==> config.mk <==
export PLATFORM = sky130hd
export DESIGN_NAME = blit_setup_unit
export DESIGN_NICKNAME = d
export VERILOG_FILES = /design/src/rtl/blit_setup_pkg.sv /design/src/rtl/blit_mod6.sv /design/src/rtl/blit_scale_stage.sv /design/src/rtl/blit_orient_stage.sv /design/src/rtl/blit_setup_unit.sv
export SDC_FILE = /design/constraint.sdc
export NUM_CORES = 1
export LEC_CHECK = 0
export CAP_MARGIN = 20
export CORE_MARGIN = 3
export CORE_UTILIZATION = 40
export DETAILED_ROUTE_END_ITERATION = 6
export REMOVE_ABC_BUFFERS = 1
export SLEW_MARGIN = 20
export SYNTH_ARGS = -nofsm -noshare
export SYNTH_HDL_FRONTEND = slang
export SYNTH_SLANG_ARGS = --single-unit
==> constraint.sdc <==
create_clock -name clk -period 17.9 [get_ports clk]
set_input_delay 5.37 -clock clk [delete_from_list [all_inputs] [get_ports clk]]
set_output_delay 5.37 -clock clk [all_outputs]
set_load 0.02 [all_outputs]
==> src/rtl/blit_setup_pkg.sv <==
// Shared constants for the blit setup unit: bit positions inside the
// control word handed to the copy engine. Assumes a 16-bit control word.
package blit_setup_pkg;
    localparam int CTRL_W   = 16;
    localparam int CB_XL2R  = 0;   // horizontal traversal left-to-right
    localparam int CB_YT2B  = 1;   // vertical traversal top-to-bottom
    localparam int CB_LAST  = 2;   // draw the final pixel
    localparam int CB_ROTEN = 7;   // byte-rotation enable
    localparam int CB_ROT   = 8;   // rotation code, lowest bit
    localparam int ROT_W    = 3;   // rotation code width (values 0..5)
endpackage

==> src/rtl/blit_mod6.sv <==
// Constant-divisor residue: res = val mod 6, purely combinational.
// Mod 3 is folded over 2-bit digits (4 = 1 mod 3); parity picks r or r+3.
// Assumes IW >= 2.
module blit_mod6 #(
    parameter int IW = 17
) (
    input  logic [IW-1:0] val,
    output logic [2:0]    res
);
    localparam int NP = (IW + 1) / 2;

    logic [2*NP-1:0] padded;
    logic [1:0]      r3;

    // Fold base-4 digits into a running mod-3 residue
    always_comb begin
        logic [2:0] acc;
        padded = (2*NP)'(val);
        r3     = 2'd0;
        for (int i = 0; i < NP; i++) begin
            acc = {1'b0, r3} + {1'b0, padded[2*i +: 2]};
            if (acc >= 3'd3) acc = acc - 3'd3;
            r3 = acc[1:0];
        end
    end

    // Combine mod-3 and mod-2 residues into mod 6
    always_comb begin
        if (r3[0] == val[0]) res = {1'b0, r3};
        else                 res = {1'b0, r3} + 3'd3;
    end
endmodule

==> src/rtl/blit_scale_stage.sv <==
// First pipeline stage: captures an accepted request, triples the
// horizontal quantities in 24-bit mode and flags empty rectangles.
// Assumes 'acc' is only high when the stage is free.
module blit_scale_stage #(
    parameter int CW = 16
) (
    input  logic          clk,
    input  logic          rst_n,
    input  logic          acc,
    input  logic [CW-1:0] sx,
    input  logic [CW-1:0] sy,
    input  logic [CW-1:0] dx,
    input  logic [CW-1:0] dy,
    input  logic [CW-1:0] w,
    input  logic [CW-1:0] h,
    input  logic          mode24,
    output logic          s1_valid,
    output logic          s1_zero,
    output logic          s1_mode24,
    output logic [CW+1:0] s1_sx,
    output logic [CW+1:0] s1_dx,
    output logic [CW+1:0] s1_w,
    output logic [CW-1:0] s1_sy,
    output logic [CW-1:0] s1_dy,
    output logic [CW-1:0] s1_h
);
    localparam int SW = CW + 2;

    // Times-three as shift-and-add, chosen by mode
    function automatic logic [SW-1:0] scale(input logic [CW-1:0] v, input logic m);
        logic [SW-1:0] ext;
        ext = SW'(v);
        return m ? (ext + {ext[SW-2:0], 1'b0}) : ext;
    endfunction

    // Occupancy flag of the stage
    always_ff @(posedge clk) begin
        if (!rst_n) s1_valid <= 1'b0;
        else        s1_valid <= acc;
    end

    // Capture and scale the request fields on acceptance
    always_ff @(posedge clk) begin
        if (!rst_n) begin
            s1_zero   <= 1'b0;
            s1_mode24 <= 1'b0;
            s1_sx     <= '0;
            s1_dx     <= '0;
            s1_w      <= '0;
            s1_sy     <= '0;
            s1_dy     <= '0;
            s1_h      <= '0;
        end else if (acc) begin
            s1_zero   <= (w == '0) || (h == '0);
            s1_mode24 <= mode24;
            s1_sx     <= scale(sx, mode24);
            s1_dx     <= scale(dx, mode24);
            s1_w      <= scale(w, mode24);
            s1_sy     <= sy;
            s1_dy     <= dy;
            s1_h      <= h;
        end
    end
endmodule

==> src/rtl/blit_orient_stage.sv <==
// Second pipeline stage: chooses traversal directions from overlap,
// moves corners, derives the 24-bit rotation code, checks range and
// registers the command or error beat.
// Assumes stage-1 fields are stable while s1_valid is high.
module blit_orient_stage
    import blit_setup_pkg::*;
#(
    parameter int CW = 16
) (
    input  logic              clk,
    input  logic              rst_n,
    input  logic              s1_valid,
    input  logic              s1_zero,
    input  logic              s1_mode24,
    input  logic [CW+1:0]     s1_sx,
    input  logic [CW+1:0]     s1_dx,
    input  logic [CW+1:0]     s1_w,
    input  logic [CW-1:0]     s1_sy,
    input  logic [CW-1:0]     s1_dy,
    input  logic [CW-1:0]     s1_h,
    output logic              cmd_valid,
    output logic              cmd_err,
    output logic [2*CW-1:0]   cmd_src_xy,
    output logic [2*CW-1:0]   cmd_dst_xy,
    output logic [2*CW-1:0]   cmd_size,
    output logic [CTRL_W-1:0] cmd_ctrl
);
    localparam int SW = CW + 2;
    localparam int XW = CW + 3;
    localparam int YW = CW + 1;

    logic          x_rl, y_up;
    logic [XW-1:0] sx_c, dx_c, rot_base;
    logic [YW-1:0] sy_c, dy_c;
    logic [2:0]    rot;
    logic          ovf;
    logic [CTRL_W-1:0] ctrl_n;

    // Vertical direction and y corners
    always_comb begin
        y_up = s1_sy < s1_dy;
        sy_c = y_up ? (YW'(s1_sy) + YW'(s1_h) - YW'(1)) : YW'(s1_sy);
        dy_c = y_up ? (YW'(s1_dy) + YW'(s1_h) - YW'(1)) : YW'(s1_dy);
    end

    // Horizontal direction and x corners on scaled values
    always_comb begin
        x_rl = s1_sx < s1_dx;
        sx_c = x_rl ? (XW'(s1_sx) + XW'(s1_w) - XW'(1)) : XW'(s1_sx);
        dx_c = x_rl ? (XW'(s1_dx) + XW'(s1_w) - XW'(1)) : XW'(s1_dx);
        rot_base = x_rl ? (dx_c + XW'(2)) : dx_c;
    end

    blit_mod6 #(.IW(XW-2)) u_mod6 (
        .val (rot_base[XW-1:2]),
        .res (rot)
    );

    // Range check: any bit above the coordinate width is an overflow
    always_comb begin
        ovf = (|s1_sx[SW-1:CW]) | (|s1_dx[SW-1:CW]) | (|s1_w[SW-1:CW])
            | (|sx_c[XW-1:CW])  | (|dx_c[XW-1:CW])
            | sy_c[CW]          | dy_c[CW];
    end

    // Assemble the control word
    always_comb begin
        ctrl_n = '0;
        ctrl_n[CB_XL2R]  = ~x_rl;
        ctrl_n[CB_YT2B]  = ~y_up;
        ctrl_n[CB_LAST]  = 1'b1;
        ctrl_n[CB_ROTEN] = s1_mode24;
        ctrl_n[CB_ROT +: ROT_W] = s1_mode24 ? rot : '0;
    end

    // One-cycle beat flags
    always_ff @(posedge clk) begin
        if (!rst_n) begin
            cmd_valid <= 1'b0;
            cmd_err   <= 1'b0;
        end else begin
            cmd_valid <= s1_valid & ~s1_zero & ~ovf;
            cmd_err   <= s1_valid & ~s1_zero & ovf;
        end
    end

    // Command payload, loaded with each stage-1 result
    always_ff @(posedge clk) begin
        if (!rst_n) begin
            cmd_src_xy <= '0;
            cmd_dst_xy <= '0;
            cmd_size   <= '0;
            cmd_ctrl   <= '0;
        end else if (s1_valid) begin
            cmd_src_xy <= {sx_c[CW-1:0], sy_c[CW-1:0]};
            cmd_dst_xy <= {dx_c[CW-1:0], dy_c[CW-1:0]};
            cmd_size   <= {s1_w[CW-1:0], s1_h};
            cmd_ctrl   <= ctrl_n;
        end
    end
endmodule

==> src/rtl/blit_setup_unit.sv <==
// Top of the blit setup unit. Two-stage pipeline: scale, then orient and
// pack. Takes one request every other cycle; ready is low while a
// request sits in the first stage. No backpressure on the command side.
module blit_setup_unit
    import blit_setup_pkg::*;
#(
    parameter int CW = 16
) (
    input  logic              clk,
    input  logic              rst_n,
    input  logic              req_valid,
    output logic              req_ready,
    input  logic [CW-1:0]     req_sx,
    input  logic [CW-1:0]     req_sy,
    input  logic [CW-1:0]     req_dx,
    input  logic [CW-1:0]     req_dy,
    input  logic [CW-1:0]     req_w,
    input  logic [CW-1:0]     req_h,
    input  logic              req_mode24,
    output logic              cmd_valid,
    output logic              cmd_err,
    output logic [2*CW-1:0]   cmd_src_xy,
    output logic [2*CW-1:0]   cmd_dst_xy,
    output logic [2*CW-1:0]   cmd_size,
    output logic [CTRL_W-1:0] cmd_ctrl
);
    logic          acc;
    logic          s1_valid, s1_zero, s1_mode24;
    logic [CW+1:0] s1_sx, s1_dx, s1_w;
    logic [CW-1:0] s1_sy, s1_dy, s1_h;

    // Handshake: free whenever the first stage is empty
    always_comb begin
        req_ready = ~s1_valid;
        acc       = req_valid & req_ready;
    end

    blit_scale_stage #(.CW(CW)) u_scale (
        .clk       (clk),
        .rst_n     (rst_n),
        .acc       (acc),
        .sx        (req_sx),
        .sy        (req_sy),
        .dx        (req_dx),
        .dy        (req_dy),
        .w         (req_w),
        .h         (req_h),
        .mode24    (req_mode24),
        .s1_valid  (s1_valid),
        .s1_zero   (s1_zero),
        .s1_mode24 (s1_mode24),
        .s1_sx     (s1_sx),
        .s1_dx     (s1_dx),
        .s1_w      (s1_w),
        .s1_sy     (s1_sy),
        .s1_dy     (s1_dy),
        .s1_h      (s1_h)
    );

    blit_orient_stage #(.CW(CW)) u_orient (
        .clk        (clk),
        .rst_n      (rst_n),
        .s1_valid   (s1_valid),
        .s1_zero    (s1_zero),
        .s1_mode24  (s1_mode24),
        .s1_sx      (s1_sx),
        .s1_dx      (s1_dx),
        .s1_w       (s1_w),
        .s1_sy      (s1_sy),
        .s1_dy      (s1_dy),
        .s1_h       (s1_h),
        .cmd_valid  (cmd_valid),
        .cmd_err    (cmd_err),
        .cmd_src_xy (cmd_src_xy),
        .cmd_dst_xy (cmd_dst_xy),
        .cmd_size   (cmd_size),
        .cmd_ctrl   (cmd_ctrl)
    );
endmodule

==> impl_metrics.sql, run 1 <==
INSERT INTO impl_metrics (metric_group, metric, value, unit) VALUES
('cells_and_area', 'layout.cell_area.non_filler', '20170', 'um2'),
('global_route', 'grt_overflow_total', '0', ''),
('routing', 'wl', '48360', 'um'),
('yosys', 'mappedNetlistArea', '16750', 'um2'),
('timing', 'worst_slack', '3543', 'ps'),
('yosys', 'synth.top_cell.area_share', '25.09', '%'),
('global_route', 'grt_antenna_before_repair', '2', ''),
('routing', 'final_antenna_net_count', '0', ''),
('clock_network', 'clock_tree.htree_level_count', '1', ''),
('global_route', 'largest_net_degree_at_the_start_of_global_routing', '102', ''),
('routing', 'detail_route.drc_violations', '0', ''),
('global_route', 'grt_usage', '21.10', '%'),
('yosys', 'synth.avg_cell_area', '7.724', 'um2'),
('timing', 'fin_crit', '14360', 'ps'),
('timing', 'actual_slew_at_the_worst_max_slew_pin', '984.4', 'ps'),
('yosys', 'synth_sequential_area_ratio', '25.09', '%'),
('placement', 'place.port_buffers', '205', ''),
('cells_and_area', 'antenna-diode-count', '0', ''),
('setup_path', 'crit_path_max_incr_delay', '520', 'ps'),
('run', 'max_cap_viol_count', '0', ''),
('yosys', 'postSynth.topFlopCell', 'dfxtp_1', ''),
('cells_and_area', 'area_delta_synth_final', '20.37', '%'),
('placement', 'place.detailed.hpwl', '36560', 'um'),
('timing', 'max_clk_rate', '69.65', 'MHz'),
('setup_path', 'path_delay_family', 'adder cells', ''),
('clock_network', 'worst_setup_hold_path_clk_slew', '60', 'ps'),
('setup_path', 'crit_buf_inv', '15', ''),
('yosys', 'yosys_warnings', '0', ''),
('floorplanning', 'dieArea', '44380', 'um2'),
('yosys', 'async_reset_ff_share', '0', '%'),
('worst_hold_path', 'holdCritPathClass', 'flip-flop to flip-flop', ''),
('clock_network', 'cts_hold_buffers', '0', ''),
('routing', 'avgRoutedWirePerCell', '16.79', 'um'),
('worst_hold_path', 'worst_hold_startpoint', 'u_scale.s1_dy[8]$_SDFFE_PN0P_', ''),
('floorplanning', 'die_height', '210.7', 'um'),
('placement', 'placedInstanceArea', '19240', 'um2'),
('setup_path', 'crit_top_cell', 'ha_1', ''),
('placement', 'gp_routability_congestion', '0.8542', ''),
('timing', 'setup_tns', '0', 'ps'),
('floorplanning', 'floorplan.initialDensity', '40.75', '%'),
('timing', 'maxSlewHeadroom', '33.77', '%'),
('worst_hold_path', 'hold_depth', '2', ''),
('worst_hold_path', 'min_to', 'u_scale.s1_dy[8]$_SDFFE_PN0P_', ''),
('clock_network', 'clk_path_buf_depth', '3', ''),
('routing', 'met1Wirelength', '21760', 'um'),
('clock_network', 'cts_tree', 'done', ''),
('cells_and_area', 'layout.cells.most_common_list', 'inv_1, nand2_1, ha_1', ''),
('routing', 'met3WireLength', '1901', 'um'),
('setup_path', 'crit_arrival', '14830', 'ps'),
('setup_path', 'worst-r2r-setup-slack', '3540', 'ps'),
('timing', 'drv_slew', '0', ''),
('clock_network', 'clock_network_latency_to_the_later_pin_of_the_worst_skew_pair', '560', 'ps'),
('routing', 'highest_layer', 'met5', ''),
('yosys', 'number_of_instances_in_the_synthesized_netlist', '2169', ''),
('timing', 'fin_worst_skew', '12.24', 'ps'),
('cells_and_area', 'layout.cells.most_common', 'inv_1', ''),
('cells_and_area', 'n_fill_cell', '4129', ''),
('status', 'status', 'complete, no violations', ''),
('yosys', 'number_of_synthesized_flops_with_an_enable_pin', '0', ''),
('routing', 'route.met2.wl', '23070', 'um'),
('timing', 'timing.final.setup_violations', '0', ''),
('routing', 'via_per_inst', '5.284', ''),
('floorplanning', 'core-area', '41110', 'um2'),
('yosys', 'synth_largest_area_cell', 'dfxtp_1', ''),
('timing', 'timing.final.hold_violations', '0', ''),
('global_route', 'number_of_global_route_vias_before_repair', '14620', ''),
('yosys', 'post_synth_main_area_contributors', 'dfxtp_1, ha_1, inv_1, nand2_1, mux2i_1', ''),
('floorplanning', 'die_extent_in_x', '210.7', 'um'),
('setup_path', 'crit_slowest_cell', 'fa_1', ''),
('setup_path', 'critical_path_class', 'flip-flop to flip-flop', ''),
('placement', 'detailedPlace.worstSlack', '3601', 'ps');
per-stage QoR:
step                      hold WS [ps]  util [%]  instances
after detailed placement         451.9     46.81       2835
after global placement           442.3     46.81       2835
after CTS                        460.7     49.05       2881
after floorplan                  436.3         -       2086
final                            462.1     49.05       2881
after global routing             485.7     49.05       2881
registers in the layout (all words and copies together) (netlist names):
name / flops
u_orient.cmd_dst_xy: 32
u_orient.cmd_size: 32
u_orient.cmd_src_xy: 32
u_scale.s1_dx: 18
u_scale.s1_sx: 18
u_scale.s1_w: 18
u_scale.s1_dy: 16
u_scale.s1_h: 16
u_scale.s1_sy: 16
u_orient.cmd_ctrl: 7
u_orient.cmd_err: 1
u_orient.cmd_valid: 1
u_scale.s1_mode24: 1
u_scale.s1_valid: 1
u_scale.s1_zero: 1
synthesized netlist by cell type, drive strengths merged (13+ instances only):
cell	number
fa	15
clkbuf	74
o21ai	126
or3	15
xnor2	61
a21o	25
inv	308
nand2b	13
a211oi	45
mux2i	90
a311oi	31
xor2	33
nand2	254
a21oi	164
buf	17
a31oi	16
nor2	167
nor2b	26
dfxtp	210
nor3	31
ha	238
nand3	41
o21a	15
layer usage:
metal / vias to the layer above / GRT usage [%]
li1: 7754 / -
met3: 86 / 2.896
met4: 4 / 6.420
met1: 7084 / 27.07
met2: 295 / 36.91
met5: - / 0
cell families (layout without fill, tap and decap cells):
logic type / after synthesis / count (layout) / share of synthesized area [%]
and+or+nand+nor: 611 / 611 / 16.43
AOI/OAI and AO/OA: 508 / 508 / 19.29
buffers and inverters: 400 / 572 / 9.171
adders and majority gates: 253 / 253 / 19.57
DFF: 210 / 210 / 25.09
xor gates and xnor gates: 94 / 94 / 4.914
muxes: 92 / 92 / 5.512
other: 1 / 9 / 0.02238
layout make-up:
class / count / area, um2 / area share (%)
inverter: 309 / 1165 / 5.777
clock inverter: 13 / 165.2 / 0.8190
clock buffer: 33 / 758.2 / 3.760
timing repair buffer: 217 / 2137 / 10.60
multi-input combinational: 1567 / 11070 / 54.88
tap: 532 / 665.6 / 3.301
sequential: 210 / 4208 / 20.87
worst reg2reg max path: cells and delay by family (launching register included):
family | cells | cell delay, ps
AO/OA/AOI/OAI | 13 | 1950
XOR/XNOR | 2 | 380
adder cells (fa/ha/maj) | 25 | 7370
buffers and inverters | 15 | 770
flip-flops | 1 | 350
AND/OR/NAND/NOR | 19 | 3460
worst max-delay path by stage:
stage                              startpoint                                 end  slack, ps  cells past startpoint
3_5_place_dp   u_scale.s1_dx[17]$_SDFFE_PN0P_  u_orient.cmd_ctrl[10]$_SDFFE_PN0P_       3600                     74
3_3_place_gp    u_scale.s1_dx[3]$_SDFFE_PN0P_  u_orient.cmd_ctrl[10]$_SDFFE_PN0P_       4330                     74
5_1_grt        u_scale.s1_dx[17]$_SDFFE_PN0P_  u_orient.cmd_ctrl[10]$_SDFFE_PN0P_       2220                     74
2_1_floorplan  u_scale.s1_dx[13]$_SDFFE_PN0P_   u_orient.cmd_ctrl[9]$_SDFFE_PN0P_       4230                     71
4_1_cts         u_scale.s1_dx[3]$_SDFFE_PN0P_  u_orient.cmd_ctrl[10]$_SDFFE_PN0P_       3590                     74
6_report       u_scale.s1_dx[17]$_SDFFE_PN0P_  u_orient.cmd_ctrl[10]$_SDFFE_PN0P_       3540                     74
Power of run 1 is not shown: default switching activity piles up to over one toggle a cycle in this logic, so the estimate is an artifact.
==> inputs of run 2 (changes only) <==
==> constraint.sdc (replaced) <==
create_clock -name clk -period 13.7 [get_ports clk]
set_input_delay 4.11 -clock clk [delete_from_list [all_inputs] [get_ports clk]]
set_output_delay 4.11 -clock clk [all_outputs]
set_load 0.02 [all_outputs]
==> impl_metrics.sql, run 2 (synthesized netlist as in run 1, its figures left out) <==
INSERT INTO impl_metrics (metric_group, metric, value, unit) VALUES
('clock_network', 'ctsRootBufferMaster', 'clkbuf_16', ''),
('placement', 'place.port_buffers', '205', ''),
('routing', 'final_antenna_net_count', '0', ''),
('setup_path', 'crit_path_max_incr_delay', '570', 'ps'),
('clock_network', 'worst_setup_hold_path_clk_slew', '60', 'ps'),
('global_route', 'largest_net_degree_at_the_start_of_global_routing', '73', ''),
('clock_network', 'clock_network_latency_to_the_later_pin_of_the_worst_skew_pair', '560', 'ps'),
('global_route', 'globalRouteMet3Util', '3.208', '%'),
('routing', 'detail_route.drc_violations', '0', ''),
('worst_hold_path', 'hold_depth', '2', ''),
('cells_and_area', 'layout-drive-gt1-share', '8.242', '%'),
('routing', 'detailroute.via_count', '15360', ''),
('floorplanning', 'floorplan.initialDensity', '40.75', '%'),
('timing', 'drv_slew', '0', ''),
('global_route', 'global_route.usage.met2', '36.54', '%'),
('setup_path', 'cp_num_cells', '75', ''),
('setup_path', 'crit_top_cell', 'ha_2', ''),
('cells_and_area', 'core_util_final', '50.22', '%'),
('floorplanning', 'fp-row-count', '74', ''),
('run', 'max_cap_viol_count', '0', ''),
('cells_and_area', 'area_delta_synth_final', '23.23', '%'),
('setup_path', 'crit_buf_inv', '15', ''),
('clock_network', 'clk_path_buf_depth', '3', ''),
('floorplanning', 'ios', '215', ''),
('global_route', 'wire_length_of_the_first_global_routing_pass', '76310', 'um'),
('floorplanning', 'die_extent_in_x', '210.7', 'um'),
('setup_path', 'crit_arrival', '13800', 'ps'),
('setup_path', 'cp_data_required_time', '14190', 'ps'),
('worst_hold_path', 'holdCritPathClass', 'flip-flop to flip-flop', ''),
('setup_path', 'path_delay_family', 'adder cells', ''),
('setup_path', 'critical_path_class', 'flip-flop to flip-flop', ''),
('cells_and_area', 'finalNetCount', '2712', ''),
('timing', 'setup_tns', '0', 'ps'),
('routing', 'initialDrtViolationCount', '783', ''),
('timing', 'fin_worst_skew', '23.10', 'ps'),
('cells_and_area', 'layout.cells.most_common', 'inv_1', ''),
('timing', 'max_clk_rate', '75.12', 'MHz'),
('status', 'status', 'complete, no violations', ''),
('cells_and_area', 'n_fill_cell', '4054', ''),
('timing', 'maxSlewHeadroom', '33.73', '%'),
('global_route', 'grt_usage', '21.04', '%'),
('cells_and_area', 'layout.cells.most_common_list', 'inv_1, nand2_1, ha_1', ''),
('global_route', 'globalRoute.busiestLayer', 'met2', ''),
('clock_network', 'clk_sink_count', '210', ''),
('clock_network', 'cts_tree', 'done', ''),
('clock_network', 'cts_bufs_inserted', '26', ''),
('setup_path', 'startpoint_kind_of_the_worst_setup_timing_path', 'flip-flop', ''),
('global_route', 'number_of_global_route_vias_before_repair', '14600', ''),
('routing', 'via_per_inst', '5.279', ''),
('placement', 'gp_routability_congestion', '0.8484', ''),
('setup_path', 'reg2regPathDepth', '75', ''),
('setup_path', 'timing.critical_path.to_type', 'flip-flop', ''),
('global_route', 'grt_overflow_total', '0', ''),
('cells_and_area', 'regArea', '4222', 'um2'),
('routing', 'avgRoutedWirePerCell', '16.74', 'um'),
('floorplanning', 'die_height', '210.7', 'um'),
('timing', 'timing.final.setup_violations', '0', ''),
('timing', 'actual_slew_at_the_worst_max_slew_pin', '985.0', 'ps'),
('global_route', 'global_route.usage.met1', '26.95', '%'),
('cells_and_area', 'layout.cell_area.non_filler', '20650', 'um2'),
('clock_network', 'cts_hold_buffers', '0', ''),
('clock_network', 'clock_tree.htree_level_count', '1', ''),
('floorplanning', 'dieArea', '44380', 'um2'),
('setup_path', 'crit_slowest_cell', 'fa_1', ''),
('cells_and_area', 'multi_input_comb_area', '11390', 'um2'),
('setup_path', 'biggest_fanout_along_the_worst_timing_path', '5', ''),
('timing', 'fin_crit', '13310', 'ps'),
('timing', 'timing.final.hold_violations', '0', ''),
('global_route', 'grt_antenna_before_repair', '2', ''),
('routing', 'firstDrtPassIters', '5', ''),
('timing', 'final_min_period_over_clock_period', '97.17', '%'),
('cells_and_area', 'antenna-diode-count', '0', ''),
('floorplanning', 'core-area', '41110', 'um2'),
('placement', 'place.detailed.hpwl', '36270', 'um'),
('placement', 'placedInstanceArea', '19270', 'um2'),
('routing', 'wl', '48720', 'um'),
('cells_and_area', 'biggestRegsByFlops', 'u_orient.cmd_dst_xy x32, u_orient.cmd_size x32, u_orient.cmd_src_xy x32', '');
run 2: cell types whose count changed in the layout (fill, tap and decap cells not counted), sizes merged:
cell and delta:
buf +28, bufinv -2, clkbuf +4, clkinv +3, clkinvlp -2, inv -2
run 2: layout make-up:
class	count	share of cell area [%]
flip-flops and latches	210	20.45
repair buffers	245	11.37
clock buffers	37	3.745
inverters	309	5.654
multi-input cells	1567	55.15
well taps	532	3.224
clock inverters	10	0.4060
run 2: tightest hold or removal path, stage by stage, from the launching register on:
cell	delay, ps
dfxtp_1	310
nand2_1	50
a21oi_1	50
run 2: stage by stage:
step / setup WS (ps) / hold slack [ps] / cells
after global placement: 439.8 / 441.5 / 2839
after floorplan: 33.50 / 436.3 / 2086
after detailed placement: -291.7 / 447.9 / 2839
final: 388.2 / 454.3 / 2910
after global routing: -245.3 / 473.9 / 2910
after CTS: 52.63 / 456.1 / 2886
run 2: per-layer routing:
metal	wire length, um	vias to the layer above
met4	1697	4
met1	21620	7140
li1	-	7802
met5	23	-
met3	2121	99
met2	23250	316
run 2: what timing repair did:
item | CTS | global route
setup buffers | 0 | 24
endpoints found under the setup margin | 2 | 2
pin swaps | 0 | 30
resized for setup | 7 | 92
run 2: worst paths after layout:
kind                                                            to  slack (ps)                      startpoint
worst max-delay path            u_orient.cmd_ctrl[10]$_SDFFE_PN0P_         390   u_scale.s1_dx[3]$_SDFFE_PN0P_
worst min-delay path                u_scale.s1_mode24$_SDFFE_PN0P_         450  u_scale.s1_mode24$_SDFFE_PN0P_
worst max register to register  u_orient.cmd_ctrl[10]$_SDFFE_PN0P_         390   u_scale.s1_dx[3]$_SDFFE_PN0P_
worst min register to register      u_scale.s1_mode24$_SDFFE_PN0P_         450  u_scale.s1_mode24$_SDFFE_PN0P_
Power of run 2 is left out for the same reason.
